File: config.mk
export PLATFORM = sky130hd
export DESIGN_NAME = i2c_quick_slave
export DESIGN_NICKNAME = d
export VERILOG_FILES = /design/src/rtl/i2c_qs_pkg.sv /design/src/rtl/i2c_qs_line.sv /design/src/rtl/i2c_qs_fsm.sv /design/src/rtl/i2c_qs_status.sv /design/src/rtl/i2c_quick_slave.sv
export SDC_FILE = /design/constraint.sdc
export NUM_CORES = 1
export LEC_CHECK = 0
export ABC_AREA = 1
export BUFFER_PORTS_ARGS = -buffer_cell sky130_fd_sc_hd__clkbuf_2
export CAP_MARGIN = 30
export CELL_PAD_IN_SITES_DETAIL_PLACEMENT = 1
export CELL_PAD_IN_SITES_GLOBAL_PLACEMENT = 1
export CORE_MARGIN = 3
export CORE_UTILIZATION = 38
export CTS_BUF_LIST = sky130_fd_sc_hd__clkbuf_4
export DETAILED_ROUTE_END_ITERATION = 16
export GPL_TIMING_DRIVEN = 0
export HOLD_SLACK_MARGIN = 0.15
export PLACE_DENSITY_LB_ADDON = 0.15
export SLEW_MARGIN = 20
export SYNTH_ARGS = -nofsm -noshare
export SYNTH_HDL_FRONTEND = slang
export SYNTH_SLANG_ARGS = --single-unit
export TNS_END_PERCENT = 100
File: constraint.sdc
create_clock -name clk -period 1.5 [get_ports clk]
set_input_delay 0.15 -clock clk [delete_from_list [all_inputs] [get_ports clk]]
set_output_delay 0.15 -clock clk [all_outputs]
set_load 0.005 [all_outputs]
File: src/rtl/i2c_qs_pkg.sv
package i2c_qs_pkg;

   typedef enum logic [2:0] {
      S_IDLE,
      S_ADDR,
      S_AACK,
      S_RX,
      S_RACK,
      S_TWAIT,
      S_TX,
      S_TACK
   } qs_state_e;

endpackage

File: src/rtl/i2c_qs_line.sv
module i2c_qs_line #(
   parameter int SYNC_STAGES = 2
) (
   input  logic clk,
   input  logic rst_n,
   input  logic scl_in,
   input  logic sda_in,
   output logic scl_val,
   output logic sda_val,
   output logic scl_rise,
   output logic scl_fall,
   output logic start_det,
   output logic stop_det
);

   logic scl_s, sda_s;
   logic scl_p, sda_p;

   generate
      if (SYNC_STAGES == 0) begin : g_direct
         assign scl_s = scl_in;
         assign sda_s = sda_in;
      end else begin : g_sync
         logic [SYNC_STAGES-1:0] scl_r, sda_r;
         always_ff @(posedge clk or negedge rst_n) begin
            if (!rst_n) begin
               scl_r <= '1;
               sda_r <= '1;
            end else begin
               scl_r[0] <= scl_in;
               sda_r[0] <= sda_in;
               for (int i = 1; i < SYNC_STAGES; i++) begin
                  scl_r[i] <= scl_r[i-1];
                  sda_r[i] <= sda_r[i-1];
               end
            end
         end
         assign scl_s = scl_r[SYNC_STAGES-1];
         assign sda_s = sda_r[SYNC_STAGES-1];
      end
   endgenerate

   always_ff @(posedge clk or negedge rst_n) begin
      if (!rst_n) begin
         scl_p <= 1'b1;
         sda_p <= 1'b1;
      end else begin
         scl_p <= scl_s;
         sda_p <= sda_s;
      end
   end

   assign scl_val   = scl_s;
   assign sda_val   = sda_s;
   assign scl_rise  = scl_s & ~scl_p;
   assign scl_fall  = ~scl_s & scl_p;
   assign start_det = scl_s & scl_p & sda_p & ~sda_s;
   assign stop_det  = scl_s & scl_p & ~sda_p & sda_s;

endmodule

File: src/rtl/i2c_qs_fsm.sv
module i2c_qs_fsm
   import i2c_qs_pkg::*;
#(
   parameter int BYTE_W = 8,
   localparam int ADDR_W = BYTE_W - 1,
   localparam int CNT_W  = $clog2(BYTE_W + 1)
) (
   input  logic              clk,
   input  logic              rst_n,
   input  logic              scl_val,
   input  logic              sda_val,
   input  logic              scl_rise,
   input  logic              scl_fall,
   input  logic              start_det,
   input  logic              stop_det,
   input  logic [ADDR_W-1:0] own_addr,
   input  logic [BYTE_W-1:0] tx_data,
   input  logic              tx_wr,
   input  logic              rx_ready,
   output logic              sda_oe,
   output logic              scl_oe,
   output logic [BYTE_W-1:0] rx_data,
   output logic              rx_stb,
   output logic              seg_match,
   output logic              byte_done,
   output logic              rw_bit
);

   localparam logic [CNT_W-1:0] FULL = CNT_W'(BYTE_W);

   qs_state_e         state;
   logic [CNT_W-1:0]  cnt;
   logic [BYTE_W-1:0] sh;
   logic              mack;

   always_ff @(posedge clk or negedge rst_n) begin
      if (!rst_n) begin
         state     <= S_IDLE;
         cnt       <= '0;
         sh        <= '0;
         rw_bit    <= 1'b0;
         seg_match <= 1'b0;
         byte_done <= 1'b0;
         sda_oe    <= 1'b0;
         mack      <= 1'b0;
         rx_data   <= '0;
         rx_stb    <= 1'b0;
      end else begin
         rx_stb <= 1'b0;
         if (start_det) begin
            state     <= S_ADDR;
            cnt       <= '0;
            seg_match <= 1'b0;
            byte_done <= 1'b0;
            sda_oe    <= 1'b0;
         end else if (stop_det) begin
            state     <= S_IDLE;
            cnt       <= '0;
            seg_match <= 1'b0;
            sda_oe    <= 1'b0;
         end else begin
            case (state)
               S_ADDR: begin
                  if (scl_rise) begin
                     sh  <= {sh[BYTE_W-2:0], sda_val};
                     cnt <= cnt + 1'b1;
                  end else if (scl_fall && cnt == FULL) begin
                     if (sh[BYTE_W-1:1] == own_addr) begin
                        seg_match <= 1'b1;
                        rw_bit    <= sh[0];
                        sda_oe    <= 1'b1;
                        state     <= S_AACK;
                     end else begin
                        state <= S_IDLE;
                     end
                  end
               end
               S_AACK: begin
                  if (scl_fall) begin
                     sda_oe <= 1'b0;
                     cnt    <= '0;
                     state  <= rw_bit ? S_TWAIT : S_RX;
                  end
               end
               S_RX: begin
                  if (scl_rise) begin
                     sh  <= {sh[BYTE_W-2:0], sda_val};
                     cnt <= cnt + 1'b1;
                  end else if (scl_fall && cnt == FULL) begin
                     byte_done <= 1'b1;
                     if (rx_ready) begin
                        rx_data <= sh;
                        rx_stb  <= 1'b1;
                        sda_oe  <= 1'b1;
                     end
                     state <= S_RACK;
                  end
               end
               S_RACK: begin
                  if (scl_fall) begin
                     state  <= sda_oe ? S_RX : S_IDLE;
                     sda_oe <= 1'b0;
                     cnt    <= '0;
                  end
               end
               S_TWAIT: begin
                  if (tx_wr) begin
                     sh     <= tx_data;
                     sda_oe <= ~tx_data[BYTE_W-1];
                     cnt    <= '0;
                     state  <= S_TX;
                  end
               end
               S_TX: begin
                  if (scl_rise) begin
                     cnt <= cnt + 1'b1;
                  end else if (scl_fall) begin
                     if (cnt == FULL) begin
                        sda_oe    <= 1'b0;
                        byte_done <= 1'b1;
                        state     <= S_TACK;
                     end else begin
                        sda_oe <= ~sh[BYTE_W-2];
                        sh     <= sh << 1;
                     end
                  end
               end
               S_TACK: begin
                  if (scl_rise) begin
                     mack <= ~sda_val;
                  end else if (scl_fall) begin
                     state <= mack ? S_TWAIT : S_IDLE;
                  end
               end
               default: state <= S_IDLE;
            endcase
         end
      end
   end

   assign scl_oe = (state == S_TWAIT);

   AST_ADDR_ACK: assert property (@(posedge clk) disable iff (!rst_n)
      (state == S_ADDR && scl_fall && cnt == FULL && sh[BYTE_W-1:1] == own_addr
       && !start_det && !stop_det) |=> (sda_oe && state == S_AACK));

   AST_BUSY_NACK: assert property (@(posedge clk) disable iff (!rst_n)
      (state == S_RX && scl_fall && cnt == FULL && !rx_ready
       && !start_det && !stop_det) |=> !sda_oe);

   AST_STRETCH_RELEASE: assert property (@(posedge clk) disable iff (!rst_n)
      (scl_oe && tx_wr && !start_det && !stop_det) |=> !scl_oe);

   AST_SDA_QUIET: assert property (@(posedge clk) disable iff (!rst_n)
      (scl_val && $past(scl_val) && !$past(tx_wr) && !$past(start_det)
       && !$past(stop_det)) |-> $stable(sda_oe));

endmodule

File: src/rtl/i2c_qs_status.sv
module i2c_qs_status (
   input  logic clk,
   input  logic rst_n,
   input  logic stop_det,
   input  logic seg_match,
   input  logic byte_done,
   input  logic rw_bit,
   input  logic tx_need,
   input  logic rx_stb,
   output logic irq_stop,
   output logic qcmd_flag,
   output logic qcmd_dir,
   output logic irq_data_req
);

   always_ff @(posedge clk or negedge rst_n) begin
      if (!rst_n) begin
         irq_stop  <= 1'b0;
         qcmd_flag <= 1'b0;
         qcmd_dir  <= 1'b0;
      end else begin
         irq_stop <= stop_det & seg_match;
         if (stop_det && seg_match) begin
            qcmd_flag <= ~byte_done;
            qcmd_dir  <= rw_bit;
         end
      end
   end

   assign irq_data_req = tx_need | rx_stb;

   AST_STOP_SINGLE: assert property (@(posedge clk) disable iff (!rst_n)
      irq_stop |=> !irq_stop);

   AST_QCMD_AT_STOP: assert property (@(posedge clk) disable iff (!rst_n)
      $rose(qcmd_flag) |-> $past(stop_det && seg_match));

   AST_DIR_AT_STOP: assert property (@(posedge clk) disable iff (!rst_n)
      !$stable(qcmd_dir) |-> $past(stop_det && seg_match));

endmodule

File: src/rtl/i2c_quick_slave.sv
module i2c_quick_slave #(
   parameter int BYTE_W      = 8,
   parameter int SYNC_STAGES = 2,
   localparam int ADDR_W     = BYTE_W - 1
) (
   input  logic              clk,
   input  logic              rst_n,
   input  logic              scl_in,
   input  logic              sda_in,
   input  logic [ADDR_W-1:0] own_addr,
   input  logic [BYTE_W-1:0] tx_data,
   input  logic              tx_wr,
   input  logic              rx_ready,
   output logic              sda_oe,
   output logic              scl_oe,
   output logic [BYTE_W-1:0] rx_data,
   output logic              irq_data_req,
   output logic              irq_stop,
   output logic              qcmd_flag,
   output logic              qcmd_dir
);

   generate
      if (BYTE_W < 2) begin : g_bad_width
         $error("i2c_quick_slave: BYTE_W must be at least 2");
      end
      if (SYNC_STAGES < 0 || SYNC_STAGES > 3) begin : g_bad_sync
         $error("i2c_quick_slave: SYNC_STAGES must lie in 0..3");
      end
   endgenerate

   logic scl_val, sda_val, scl_rise, scl_fall, start_det, stop_det;
   logic rx_stb, seg_match, byte_done, rw_bit;

   i2c_qs_line #(
      .SYNC_STAGES (SYNC_STAGES)
   ) u_line (
      .clk       (clk),
      .rst_n     (rst_n),
      .scl_in    (scl_in),
      .sda_in    (sda_in),
      .scl_val   (scl_val),
      .sda_val   (sda_val),
      .scl_rise  (scl_rise),
      .scl_fall  (scl_fall),
      .start_det (start_det),
      .stop_det  (stop_det)
   );

   i2c_qs_fsm #(
      .BYTE_W (BYTE_W)
   ) u_fsm (
      .clk       (clk),
      .rst_n     (rst_n),
      .scl_val   (scl_val),
      .sda_val   (sda_val),
      .scl_rise  (scl_rise),
      .scl_fall  (scl_fall),
      .start_det (start_det),
      .stop_det  (stop_det),
      .own_addr  (own_addr),
      .tx_data   (tx_data),
      .tx_wr     (tx_wr),
      .rx_ready  (rx_ready),
      .sda_oe    (sda_oe),
      .scl_oe    (scl_oe),
      .rx_data   (rx_data),
      .rx_stb    (rx_stb),
      .seg_match (seg_match),
      .byte_done (byte_done),
      .rw_bit    (rw_bit)
   );

   i2c_qs_status u_status (
      .clk          (clk),
      .rst_n        (rst_n),
      .stop_det     (stop_det),
      .seg_match    (seg_match),
      .byte_done    (byte_done),
      .rw_bit       (rw_bit),
      .tx_need      (scl_oe),
      .rx_stb       (rx_stb),
      .irq_stop     (irq_stop),
      .qcmd_flag    (qcmd_flag),
      .qcmd_dir     (qcmd_dir),
      .irq_data_req (irq_data_req)
   );

endmodule

==> impl_metrics.tcl <==
set metrics [dict create \
    cp_slowest_stage_delay_ns 0.61 \
    grt_pass1_vias 2327 \
    hold_viol_final 0 \
    grt_max_degree 26 \
    synth_ff_type "dfrtp_1" \
    gr-usage-met1_pct 28.8 \
    tightest_slew_ns 0.395 \
    cp_slowest_cell "dfstp_2" \
    ys_seq_area_share_pct 45.5 \
    layout_min_cycle_time_ns 1.79 \
    drive_above_1_share_pct 45.3 \
    worst-path-max-fanout 7 \
    cts_tree "done" \
    fin_ws_ns -0.293 \
    synthArstFlopShare_pct 100 \
    fin_skew_ns 0.0191 \
    fin_tns_setup_ns -6.35 \
    post-route-util_pct 59.9 \
    grtUsageTotal_pct 23.2 \
    critical_path_arrival_ns 2.09 \
    grt_pass1_wl_mm 11.3 \
    fin_crit_sh_pct 120 \
    die_y_um 80.4 \
    netlist_top_cells_area "dfrtp_1, nand2_1, dfstp_2" \
    rsz0062_at_grt "yes" \
    n_antenna_cell 0 \
    synth_top_family_by_area "simple AND/OR/NAND/NOR gates" \
    crit_type "flip-flop to flip-flop" \
    die_area_sq_um 6470 \
    grt_util_met2_pct 39.9 \
    maxCapViolations 0 \
    numPortBuffers 34 \
    synthAdderAreaFrac_pct 1.19 \
    endpoint_kind "flip-flop" \
    setup_viol 28 \
    slew_headroom_pct 73.7 \
    irDropWorstVdd_mv 0.439 \
    synth_top_area_share_pct 38.0 \
    cts.sinks 38 \
    yosys.area_share.simple_pct 32.9 \
    crit_family "simple AND/OR/NAND/NOR gates" \
    synth.distinct_cells 30 \
    syn_area_sq_um 2110 \
    die_w_um 80.4 \
    dp_hpwl_mm 4.41 \
    fin_nets 393 \
    synth_top_area_cell "dfrtp_1" \
    start_util_pct 40.2 \
    cp_num_buf_inv 1 \
    totalWireLength_mm 7.85 \
    p_leak_nw 1.58 \
    r2r_end "u_fsm.cnt[2]$_DFFE_PN0P_" \
    power.density_nw_per_um2 749 \
    drt_first_pass_iters 4 \
    status "complete, but fails checks" \
    io_pins 35 \
    path_cells "nand4_1 -> buf_6 -> nand2_8 -> nor2_1 -> nand2_1 -> nand2_2 -> nor2_4 -> nand3_2 -> o21ai_2" \
    min_path_cells 5 \
    drv_slew 0 \
    worstSetupStartpoint "u_line.g_sync.sda_r[1]$_DFF_PN1_" \
    clock_path_buffers 2 \
    p_total_mw 2.35 \
    critPathRequiredTime_ns 1.80 \
    gr-max-usage-layer "met2" \
    hold_ws_ns 0.177 \
    synth_edf_count 0 \
    clock_latency_ns 0.36 \
    cp-start-kind "flip-flop" \
    synthMuxAreaShare_pct 0 \
    hold_start "tx_data[7]" \
    drc_errors 0 \
    cts_root_buffer "clkbuf_4" \
    drt_iter0_markers 60 \
    rows 26 \
    synthCells 280 \
    wire_per_inst_um 17.8 \
    ys_warn_count 0 \
    gp_congestion 0.837 \
    violations "negative setup slack" \
    syn_avg_cell_area_sq_um 7.52 \
    overflow 0 \
    avgViaCountPerCell 5.29 \
    fmax_mhz 558 \
    syn2layout_area_growth_pct 49.0 \
    cts_made_buffers 5 \
    h-tree-depth 2 \
    r2r_start "u_line.g_sync.sda_r[1]$_DFF_PN1_" \
    fillers 647 \
    whs_endpoint "u_fsm.sh[7]$_DFFE_PN0P_" \
    synth_xor_area_share_pct 0.832 \
    holdCritPathClass "input pin to flip-flop" \
    worst-r2r-cell-count 9 \
    synth-seq-cells 38 \
    worst-r2r-setup-slack_ns -0.29 \
    vias 2335 \
    synth_compound_gate_area_share_pct 11.8 \
    ant_nets 0 \
    grtUsageMet3_pct 4.60 \
    antenna_found_initial 0 \
    synth.net_count 303 \
    clk_pin_slew_ns 0.12 \
    core_sq_um 5240 \
]
==> cell usage in the layout (no fill, tap or decap), drive strengths merged <==
master and instances:
nor3 7, o31ai 1, buf 41, o22ai 1, xnor2 1, ha 2
inv 37, clkinv 4, and2 1, dfstp 6, o21ai 38, nand2 92
nand4 5, xor2 1, a21oi 5, dlygate4sd3 11, or2 1, nand3 19
clkbuf 39, dfrtp 32, nor2 26, o21bai 1
==> registers in the layout (all words and copies together), names as in the netlist, 2 cells and up <==
register and cells:
u_fsm.rx_data 8, u_line.g_sync.scl_r 2, u_fsm.state 3, u_fsm.sh 8, u_line.g_sync.sda_r 2, u_fsm.cnt 4
==> metrics by stage <==
| stage | instances | cell area, sq um | setup slack (ns) |
|---|---|---|---|
| 3_3_place_gp | 384 | 2370 | -0.399 |
| 2_1_floorplan | 280 | 2110 | -0.0378 |
| 5_1_grt | 441 | 3140 | -0.390 |
| 3_5_place_dp | 385 | 2390 | -0.440 |
| 6_report | 441 | 3140 | -0.293 |
| 4_1_cts | 429 | 2930 | -0.228 |
==> tightest hold or removal path: cells and delay by family <==
| kind | cells | cell delay [ns] |
|---|---|---|
| buffers and inverters | 1 | 0.10 |
| and+or+nand+nor | 2 | 0.11 |
| AOI/OAI and AO/OA | 2 | 0.14 |
==> report_power, final <==
part / internal [mW] / switching [mW] / total (mW) / leakage (nW)
Combinational: 0.251 / 0.380 / 0.632 / 1.09
Sequential: 1.13 / 0.0681 / 1.20 / 0.467
Clock: 0.167 / 0.353 / 0.521 / 0.0277
Total: 1.55 / 0.802 / 2.35 / 1.58
==> logic make-up (layout without fill, tap and decap cells) <==
family	Yosys count	count (layout)
and+or+nand+nor	151	151
xor gates and xnor gates	2	2
adders and majority gates	2	2
buffers and inverters	41	132
DFF	38	38
AOI/OAI and AO/OA	46	46
==> how the worst max path moves through the flow <==
stage	endpoint	slack, ns	cells past startpoint
2_1_floorplan	u_fsm.sda_oe$_DFFE_PN0P_	-0.04	9
3_3_place_gp	u_fsm.sda_oe$_DFFE_PN0P_	-0.40	9
3_5_place_dp	u_fsm.sh[0]$_DFFE_PN0P_	-0.44	8
4_1_cts	u_fsm.sh[5]$_DFFE_PN0P_	-0.23	12
5_1_grt	u_fsm.cnt[1]$_DFFE_PN0P_	-0.39	9
6_report	u_fsm.cnt[2]$_DFFE_PN0P_	-0.29	9
==> Yosys cell counts, types with 3 or more instances <==
master and n:
a21oi_1 5, nand2_2 5, o21ai_0 25, dfrtp_1 32
nor2_1 22, o21ai_2 3, dfstp_2 6, nor2_2 3
nand4_1 5, nand2_1 86, nor3_1 5, inv_2 6
o21ai_1 10, inv_1 32, nand3_2 5, nand3_1 14
==> final cells by class <==
cell class,count,area [sq um],area share (%)
repair buffers,84,639,20.4
clock buffers,5,37.5,1.20
flip-flops and latches,38,962,30.7
multi-input cells,201,1220,39.0
well taps,70,87.6,2.79
clock inverters,3,11.3,0.359
inverters,38,155,4.94
plain buffers,2,22.5,0.718
==> what timing repair did <==
item                                    4_1_cts  5_1_grt
gates resized for setup                      66       35
endpoints found under the hold margin        41        1
setup buffers                                26       11
hold buffers                                 10        1
endpoints found under the setup margin       26       31
pin swaps                                    21       21
cloned                                        1        1
==> per-layer routing <==
metal	vias up	share of wire, %
li1	1084	-
met1	1166	43
met2	63	50
met3	22	3.6
met4	0	3.2
met5	-	0
(Power assumes the default switching activity.)
